**src/rtl/seg_addr_pkg.sv**
```systemverilog
package seg_addr_pkg;
  localparam int NUM_SEGS = 4;
  localparam int SEL_W    = $clog2(NUM_SEGS);

  typedef enum logic [SEL_W-1:0] {
    SEG_ES = 2'd0,
    SEG_CS = 2'd1,
    SEG_SS = 2'd2,
    SEG_DS = 2'd3
  } seg_idx_e;

  typedef enum logic [2:0] {
    ACC_FETCH  = 3'd0,
    ACC_STACK  = 3'd1,
    ACC_BPDATA = 3'd2,
    ACC_STRDST = 3'd3,
    ACC_DATA   = 3'd4
  } acc_kind_e;
endpackage

```
**src/rtl/seg_regfile.sv**
```systemverilog
module seg_regfile
  import seg_addr_pkg::*;
#(
  parameter int SEG_W = 16,
  parameter logic [SEG_W-1:0] RESET_CS = '1
) (
  input  logic             clk,
  input  logic             rst,
  input  logic             we,
  input  logic [SEL_W-1:0] wsel,
  input  logic [SEG_W-1:0] wdata,
  input  logic [SEL_W-1:0] rsel,
  output logic [SEG_W-1:0] rdata
);
  logic [SEG_W-1:0] bank [NUM_SEGS];

  // Reset value per segment: only the code segment starts non-zero.
  always_ff @(posedge clk) begin
    if (rst) begin
      for (int i = 0; i < NUM_SEGS; i++)
        bank[i] <= (i == int'(SEG_CS)) ? RESET_CS : '0;
    end else if (we) begin
      bank[wsel] <= wdata;
    end
  end

  assign rdata = bank[rsel];
endmodule

```
**src/rtl/seg_select.sv**
```systemverilog
module seg_select
  import seg_addr_pkg::*;
(
  input  logic [2:0]       kind,
  input  logic             ovr_valid,
  input  logic [SEL_W-1:0] ovr_sel,
  output logic [SEL_W-1:0] sel
);
  always_comb begin
    case (kind)
      ACC_FETCH:  sel = SEG_CS;
      ACC_STACK:  sel = SEG_SS;
      ACC_STRDST: sel = SEG_ES;
      ACC_BPDATA: sel = ovr_valid ? ovr_sel : SEG_SS;
      default:    sel = ovr_valid ? ovr_sel : SEG_DS;
    endcase
  end
endmodule

```
**src/rtl/io_port_map.sv**
```systemverilog
module io_port_map #(
  parameter int IO_W  = 16,
  parameter int IMM_W = 8,
  parameter logic [IO_W-1:0] RSV_LO = 16'h00F8,
  parameter logic [IO_W-1:0] RSV_HI = 16'h00FF
) (
  input  logic             use_imm,
  input  logic [IMM_W-1:0] imm,
  input  logic [IO_W-1:0]  regv,
  output logic [IO_W-1:0]  port,
  output logic             reserved
);
  localparam int PAD_W = IO_W - IMM_W;

  assign port     = use_imm ? {{PAD_W{1'b0}}, imm} : regv;
  assign reserved = (port >= RSV_LO) && (port <= RSV_HI);
endmodule

```
**src/rtl/seg_addr_gen.sv**
```systemverilog
module seg_addr_gen
  import seg_addr_pkg::*;
#(
  parameter int SEG_W = 16,
  parameter int OFS_W = 16,
  parameter int SHIFT = 4,
  parameter int IO_W  = 16,
  parameter int IMM_W = 8,
  parameter logic [SEG_W-1:0] RESET_CS = 16'hFFFF
) (
  input  logic             clk,
  input  logic             rst,
  input  logic             seg_we,
  input  logic [1:0]       seg_wsel,
  input  logic [SEG_W-1:0] seg_wdata,
  input  logic             req,
  input  logic [2:0]       kind,
  input  logic             ovr_valid,
  input  logic [1:0]       ovr_sel,
  input  logic [OFS_W-1:0] offset,
  input  logic             io_req,
  input  logic             io_use_imm,
  input  logic [IMM_W-1:0] io_imm,
  input  logic [IO_W-1:0]  io_reg,
  output logic [SEG_W+SHIFT-1:0] phys_addr,
  output logic             addr_valid,
  output logic [1:0]       seg_used,
  output logic [IO_W-1:0]  io_addr,
  output logic             io_valid,
  output logic             io_reserved
);
  localparam int ADDR_W = SEG_W + SHIFT;
  localparam int PAD_W  = ADDR_W - OFS_W;

  logic [SEL_W-1:0]  sel;
  logic [SEG_W-1:0]  seg_val;
  logic [ADDR_W-1:0] sum;
  logic [IO_W-1:0]   port;
  logic              port_rsv;

  seg_select u_sel (
    .kind      (kind),
    .ovr_valid (ovr_valid),
    .ovr_sel   (ovr_sel),
    .sel       (sel)
  );

  seg_regfile #(.SEG_W(SEG_W), .RESET_CS(RESET_CS)) u_regs (
    .clk   (clk),
    .rst   (rst),
    .we    (seg_we),
    .wsel  (seg_wsel),
    .wdata (seg_wdata),
    .rsel  (sel),
    .rdata (seg_val)
  );

  io_port_map #(.IO_W(IO_W), .IMM_W(IMM_W)) u_io (
    .use_imm  (io_use_imm),
    .imm      (io_imm),
    .regv     (io_reg),
    .port     (port),
    .reserved (port_rsv)
  );

  // Sum truncates to ADDR_W bits, so the carry out of the top bit is dropped.
  assign sum = {seg_val, {SHIFT{1'b0}}} + {{PAD_W{1'b0}}, offset};

  always_ff @(posedge clk) begin
    if (rst) begin
      phys_addr   <= '0;
      addr_valid  <= 1'b0;
      seg_used    <= '0;
      io_addr     <= '0;
      io_valid    <= 1'b0;
      io_reserved <= 1'b0;
    end else begin
      addr_valid <= req;
      io_valid   <= io_req;
      if (req) begin
        phys_addr <= sum;
        seg_used  <= sel;
      end
      if (io_req) begin
        io_addr     <= port;
        io_reserved <= port_rsv;
      end
    end
  end
endmodule

```
**config.mk**
```make
export PLATFORM = sky130hd
export DESIGN_NAME = seg_addr_gen
export DESIGN_NICKNAME = d
export VERILOG_FILES = /design/src/rtl/seg_addr_pkg.sv /design/src/rtl/seg_regfile.sv /design/src/rtl/seg_select.sv /design/src/rtl/io_port_map.sv /design/src/rtl/seg_addr_gen.sv
export SDC_FILE = /design/constraint.sdc
export NUM_CORES = 1
export LEC_CHECK = 0
export BUFFER_PORTS_ARGS = -buffer_cell sky130_fd_sc_hd__buf_2
export CORE_ASPECT_RATIO = 0.8
export CORE_UTILIZATION = 55
export DETAILED_ROUTE_END_ITERATION = 10
export GPL_TIMING_DRIVEN = 1
export PLACE_DENSITY = 0.88
export SKIP_LAST_GASP = 1
export SYNTH_ARGS = -nofsm -noshare
export SYNTH_HDL_FRONTEND = slang
export SYNTH_HIERARCHICAL = 1
export SYNTH_SLANG_ARGS = --single-unit
```
**constraint.sdc**
```tcl
create_clock -name clk -period 8.75 [get_ports clk]
set_input_delay 0.4375 -clock clk [delete_from_list [all_inputs] [get_ports clk]]
set_output_delay 0.4375 -clock clk [all_outputs]
set_load 0.005 [all_outputs]
```
==> results by group, run 1 <==
CTS
  – Root buffer cell: clkbuf_16
  – TritonCTS Buffers: 9
  – Post-CTS setup buffers: 0
  – Clock slew at reported path FFs: 0.07 ns
  – CTS Buffer Depth: 2
  – Htree depth: 3
  – Cts repair resizes: 0
  – Clk Latency, worst-skew pair: 0.35 ns
  – Num Clock Sinks: 105
  – CTS tree: yes
  – CTS Hold Bufs: 0

Logic synthesis
  – Syn nets: 501
  – Post-Syn Area: 0.00519 mm²
  – Gate Count Post-Synth: 418
  – Syn avg cell area: 12.4 µm²
  – Yosys reg bits: 105
  – EDFF count, synth: 64
  – Sequential share of the synthesized area: 52.9%
  – Async S/R FF share, synth: 0%
  – Synthesis Warnings: 6
  – Post-synth cell types: 58
  – Top_reg_cell synth: edfxtp_1

Timing
  – Crit share post-route: 39.9%
  – Slew Limit Fails: 0
  – Hold Worst Slack: 0.332 ns
  – Worst slew margin: 34.8%
  – Fmax: 287 MHz
  – Setup TNS: 0 ns
  – RSZ-0062 raised after global routing: no
  – Final setup viols: 0
  – Slew @ Worst Pin: 0.978 ns
  – Final hold vios: 0
  – Final min period: 3.49 ns
  – Clk_skew: 0.00769 ns

Final layout
  – Diode count: 0
  – Layout Nets: 604
  – Syn-to-layout area delta: 18.3%
  – Leading cell type in the layout, fill and taps excluded: buf_2
  – Share of layout cells above drive strength 1: 32.2%
  – Post-route cell area: 0.00614 mm²
  – Most frequent cells in the layout: buf_2 (110), edfxtp_1 (64), and2_1 (48)
  – Cell Count, Final, Fillers Out: 640

Pwr
  – P_leak: 0.00259 µW
  – Pwr Total: 1260 µW
  – Peak VDD IR: 0.143 mV
  – PD cells: 206 mW/mm²

Setup path
  – Critical path class: in -> reg
  – Worst EP required: 9.04 ns
  – Reg2reg setup slack: 5.82 ns
  – Critical path endpoint category: flip-flop
  – Crit Path Max Fanout: 17
  – CP arrival: 3.78 ns
  – Crit start category: primary input

Outcome
  – Status: finished, final reports clean

Route
  – Remaining DRCs: 0
  – Routed length per instance: 17.1 µm
  – Vias: 3606
  – Starting DRT DRC Count: 169
  – DRT Pass-1 Iters: 4
  – DR vias/cell: 5.63
  – Routed WL: 11000 µm
  – Detail Route Antenna Nets: 0

Global route
  – Vias in the first global route: 3527
  – Initial antenna violation count: 0
  – GR Util All Layers: 23.2%
  – Grt total ovfl: 0
  – First-pass GRT wire length: 17500 µm
  – Largest net degree at the start of global routing: 54

Floorplanning
  – Core box area: 0.00911 mm²
  – Top-Level Pins: 111
  – Die Area: 0.00983 mm²
  – DIE HEIGHT: 88.9 µm
  – Initial Util: 56.9%
  – Row count: 31
  – Width of the die: 111 µm

Placed design
  – Placed Area: 0.00581 mm²
  – Port bufs: 110
  – Placed insts: 625
  – Detailed Place HPWL: 7550 µm
  – Gpl congestion: 0.775

Min path
  – Hold crit path type: in -> reg

Flow run
  – # Max-Cap Violations: 0
==> layout make-up <==
type / instances / area [µm²]
multi-input combinational: 286 / 2340
timing repair buffer: 112 / 566
tap: 115 / 144
clock inverter: 6 / 96.3
clock buffer: 9 / 225
sequential: 105 / 2740
fill: 690 / 2980
inverter: 7 / 26.3
==> layer usage <==
metal  vias up  share of wire, %  track usage (%)
li1       1736                 -                -
met1      1750                44             29.9
met2       107                50             39.3
met3        13               4.8             6.16
met4         0               1.1             6.55
met5         -                 0                0
==> state kept, by name, summed over array words and instances (netlist names) <==
| register | flops |
|---|---|
| addr_valid | 1 |
| phys_addr | 20 |
| io_reserved | 1 |
| io_valid | 1 |
| u_regs/bank | 64 |
| io_addr | 16 |
| seg_used | 2 |
==> where the power goes <==
group / switching, µW / internal (µW)
registers: 16.0 / 568
clock network: 183 / 253
logic: 129 / 114
total: 328 / 935
==> cell usage after synthesis, types with 9 or more instances <==
cell type | instances | share of area [%]
mux2_2 | 9 | 2.0
nand2b_1 | 25 | 3.0
and2_1 | 48 | 5.8
mux2i_1 | 29 | 5.6
edfxtp_1 | 64 | 37
ha_1 | 12 | 2.9
dfxtp_1 | 41 | 16
nand2_1 | 10 | 0.72
nor2b_1 | 11 | 1.3
nor2_1 | 34 | 2.5
mux4_2 | 16 | 6.9
a21oi_1 | 11 | 1.1
==> through the flow <==
step | util, % | setup WS, ns
after floorplan | - | 5.38
after global placement | 63.8 | 4.97
after detailed placement | 63.8 | 4.91
after CTS | 67.3 | 5.28
after global routing | 67.3 | 5.08
final | 67.3 | 5.26
==> path summary, 6_finish.rpt <==
path / start / endpoint / cells after the start
max: kind[0] / phys_addr[18] / 13
min: offset[3] / phys_addr[3] / 3
max reg2reg: u_regs/bank[2][0] / phys_addr[18] / 8
min reg2reg: phys_addr[11] / phys_addr[11] / 2
==> logic make-up after synthesis <==
| family | Yosys count | synth area share (%) |
|---|---|---|
| and+or+nand+nor | 157 | 18.0 |
| DFF | 105 | 52.9 |
| AOI/OAI and AO/OA | 54 | 7.40 |
| muxes | 54 | 14.5 |
| buffers and inverters | 27 | 2.60 |
| adders and majority gates | 13 | 3.28 |
| xor gates and xnor gates | 8 | 1.35 |
==> worst max-delay path, cell delays in order <==
cell	delay [ns]
buf_2	0.12
inv_1	0.08
a21oi_1	0.10
o32ai_4	0.12
buf_4	0.36
mux4_2	0.56
ha_1	0.24
fa_1	0.41
a21o_1	0.22
a221oi_2	0.37
o31ai_1	0.19
or4_1	0.48
nand3_1	0.09
(Power assumes the default switching activity.)
==> inputs of run 2 (changes only) <==
Settings changed: CORE_UTILIZATION 55 to 49, PLACE_DENSITY 0.88 to 0.84.
Clock period 8.75 ns to 3.16 ns, I/O delays scaled along.
==> run 2 against run 1 <==
Worst hold slack got worse by 0.28 ns. Non-clock buffer count grew 16. Sequential power grew to 2.8 times the previous value. Power grew to 2.7 times the previous value. Register-to-register slack worse by 5.5 ns. Cell count grew 6.6%. Design area rose by 2.1%. Sequential share of layout area shrank 0.94 points. Clock-buffer cell count stayed put. Largest cell class unchanged. Die area increased by 12%.
==> results by group, run 2 (synthesis gave the netlist of run 1 again) <==
Timing
  – Slew Limit Fails: 0 (unchanged)
  – Crit share post-route: 92.4%
  – Fmax: 342 MHz
  – Slew @ Worst Pin: 0.955 ns (-0.0233 ns)
  – Final hold vios: 0 (unchanged)
  – Worst slew margin: 36.3% (+1.5 points)
  – Final setup viols: 0 (unchanged)
  – Setup TNS: 0 ns (unchanged)
  – Worst Slack Setup Final: 0.240 ns (-5.02 ns)
  – RSZ-0062 raised after global routing: no
  – Final min period: 2.92 ns
  – Clk_skew: 0.00585 ns (-0.00184 ns)

Setup path
  – Critical path cell sequence: buf_2 -> inv_1 -> a21oi_1 -> o32ai_4 -> buf_12 -> mux4_2 -> fa_1 -> a21o_1 -> a221oi_2 -> o31ai_1 -> or4_1 -> nand3_1
  – Worst EP required: 3.45 ns (-5.59 ns)
  – Crit path largest cell delay: 0.57 ns (about the same)
  – Crit Path Max Fanout: 15 (-2)
  – Crit start category: primary input
  – Cell count along the critical path: 12 (-1)
  – Top delay family on crit path: compound AO/OA/AOI/OAI gates
  – Reg2reg path depth: 8 (unchanged)
  – Critical path buffer and inverter count: 3 (unchanged)
  – CP arrival: 3.21 ns (-0.57 ns)
  – Critical path endpoint category: flip-flop
  – Slowest CP cell: mux4_2
  – Critical path class: in -> reg

Min path
  – WHS Path Cells: 3 (unchanged)
  – Hold crit path type: in -> reg

Route
  – DR vias/cell: 5.37 (-4.8%)
  – Routed WL: 11400 µm (+4.1%)
  – Routed length per instance: 16.7 µm (-2.3%)
  – Vias: 3659 (+1.5%)
  – Remaining DRCs: 0 (unchanged)
  – Detail Route Antenna Nets: 0 (unchanged)
  – Starting DRT DRC Count: 233 (+38%)
  – DRT Pass-1 Iters: 4 (unchanged)

Placed design
  – Gpl congestion: 0.829 (+7.0%)
  – Setup WS pre-CTS: -0.0971 ns (-5.01 ns)
  – Detailed Place HPWL: 8300 µm (+10%)
  – Port bufs: 110 (unchanged)

Flow run
  – # Max-Cap Violations: 0 (unchanged)

Outcome
  – Status: finished, final reports clean

Final layout
  – Share of layout cells above drive strength 1: 34.1% (+1.9 points)
  – Diode count: 0 (unchanged)
  – Syn-to-layout area delta: 20.8%
  – Most frequent cells in the layout: buf_2 (110), edfxtp_1 (64), and2_1 (48)
  – FILL cells: 818 (+19%)
  – Top Registers: u_regs/bank (64), phys_addr (20), io_addr (16)
  – Biggest register: u_regs/bank
  – Layout Nets: 620 (+2.6%)
  – Leading cell type in the layout, fill and taps excluded: buf_2
  – Max reg flops: 64 (unchanged)

Floorplanning
  – Initial Util: 50.5% (-6.5 points)
  – DIE HEIGHT: 94.0 µm (+5.8%)
  – Core box area: 0.0103 mm² (+13%)
  – Row count: 33 (+6.5%)
  – Width of the die: 117 µm (+5.8%)
  – Top-Level Pins: 111 (unchanged)
  – Die Area: 0.0110 mm² (+12%)

CTS
  – Num Clock Sinks: 105 (unchanged)
  – Post-CTS setup buffers: 0 (unchanged)
  – Clock slew at reported path FFs: 0.07 ns (about the same)
  – CTS tree: yes
  – TritonCTS Buffers: 9 (unchanged)
  – Clk Latency, worst-skew pair: 0.35 ns (about the same)
  – CTS Hold Bufs: 0 (unchanged)
  – Htree depth: 3 (unchanged)
  – Cts repair resizes: 0 (unchanged)
  – CTS Buffer Depth: 2 (unchanged)
  – Root buffer cell: clkbuf_16

Pwr
  – Peak VDD IR: 0.357 mV (+150%)
  – P_leak: 0.00265 µW (+2.4%)
  – PD cells: 543 mW/mm² (+160%)

Global route
  – First-pass GRT wire length: 17700 µm (+1.2%)
  – Vias in the first global route: 3617 (+2.6%)
  – GR Util All Layers: 21.8% (-1.4 points)
  – Initial antenna violation count: 0 (unchanged)
  – Grt total ovfl: 0 (unchanged)
  – Largest net degree at the start of global routing: 45 (-17%)
==> run 2: cell count changes in the layout (fill, tap and decap cells not counted) <==
cell        delta
inv_8          +1
inv_6          -2
bufinv_16      -2
clkinv_2       +2
clkinvlp_4     +2
o21bai_2       -1
buf_4         +14
buf_12         +2
o21bai_1       +1
==> run 2: path summary, 6_finish.rpt <==
path / startpoint / endpoint / slack [ns]
setup reg to reg: u_regs/bank[2][0] / phys_addr[18] / 0.36
setup / recovery: kind[0] / phys_addr[18] / 0.24
hold / removal: offset[0] / phys_addr[0] / 0.05
hold reg to reg: phys_addr[12] / phys_addr[12] / 0.47
==> run 2: routing by layer <==
layer,routed length [µm],vias up,track usage (%)
li1,-,1763,-
met1,4960,1758,27.2
met2,5560,131,37.8
met3,780,7,5.55
met4,94,0,5.70
met5,0,-,0
==> run 2: layout make-up <==
cell class / count / area, µm² / area share [%]
Sequential cell: 105 / 2740 / 43.8
Multi-Input combinational cell: 286 / 2330 / 37.2
Inverter: 7 / 26.3 / 0.419
Timing Repair Buffer: 128 / 711 / 11.3
Clock inverter: 7 / 55.1 / 0.878
Clock buffer: 9 / 225 / 3.59
Tap cell: 140 / 175 / 2.79
==> run 2: power breakdown <==
part	total [µW]	internal, µW	switching, µW
clock network	1050	542	506
registers	1620	1570	44.1
logic	739	363	375
total	3400	2480	926
==> run 2: worst reg2reg max path: cells and delay by family (launching register included) <==
family | cells | cell delay [ns]
flip-flops | 1 | 0.37
AO/OA/AOI/OAI | 3 | 0.68
adder cells (fa/ha/maj) | 2 | 0.64
AND/OR/NAND/NOR | 2 | 0.58
multiplexers | 1 | 0.46
==> run 2: per-stage QoR <==
step | hold slack, ns | cells | power (µW) | utilization, % | cell area [µm²]
5_1_grt | 0.0597 | 682 | 3560 | 61.0 | 6270
3_5_place_dp | 0.410 | 666 | 2380 | 58.2 | 5990
2_1_floorplan | 0.305 | 418 | 2090 | - | 5190
6_report | 0.0477 | 682 | 3400 | 61.0 | 6270
3_3_place_gp | 0.394 | 666 | 2350 | 58.2 | 5990
4_1_cts | 0.0460 | 682 | 3420 | 61.0 | 6270
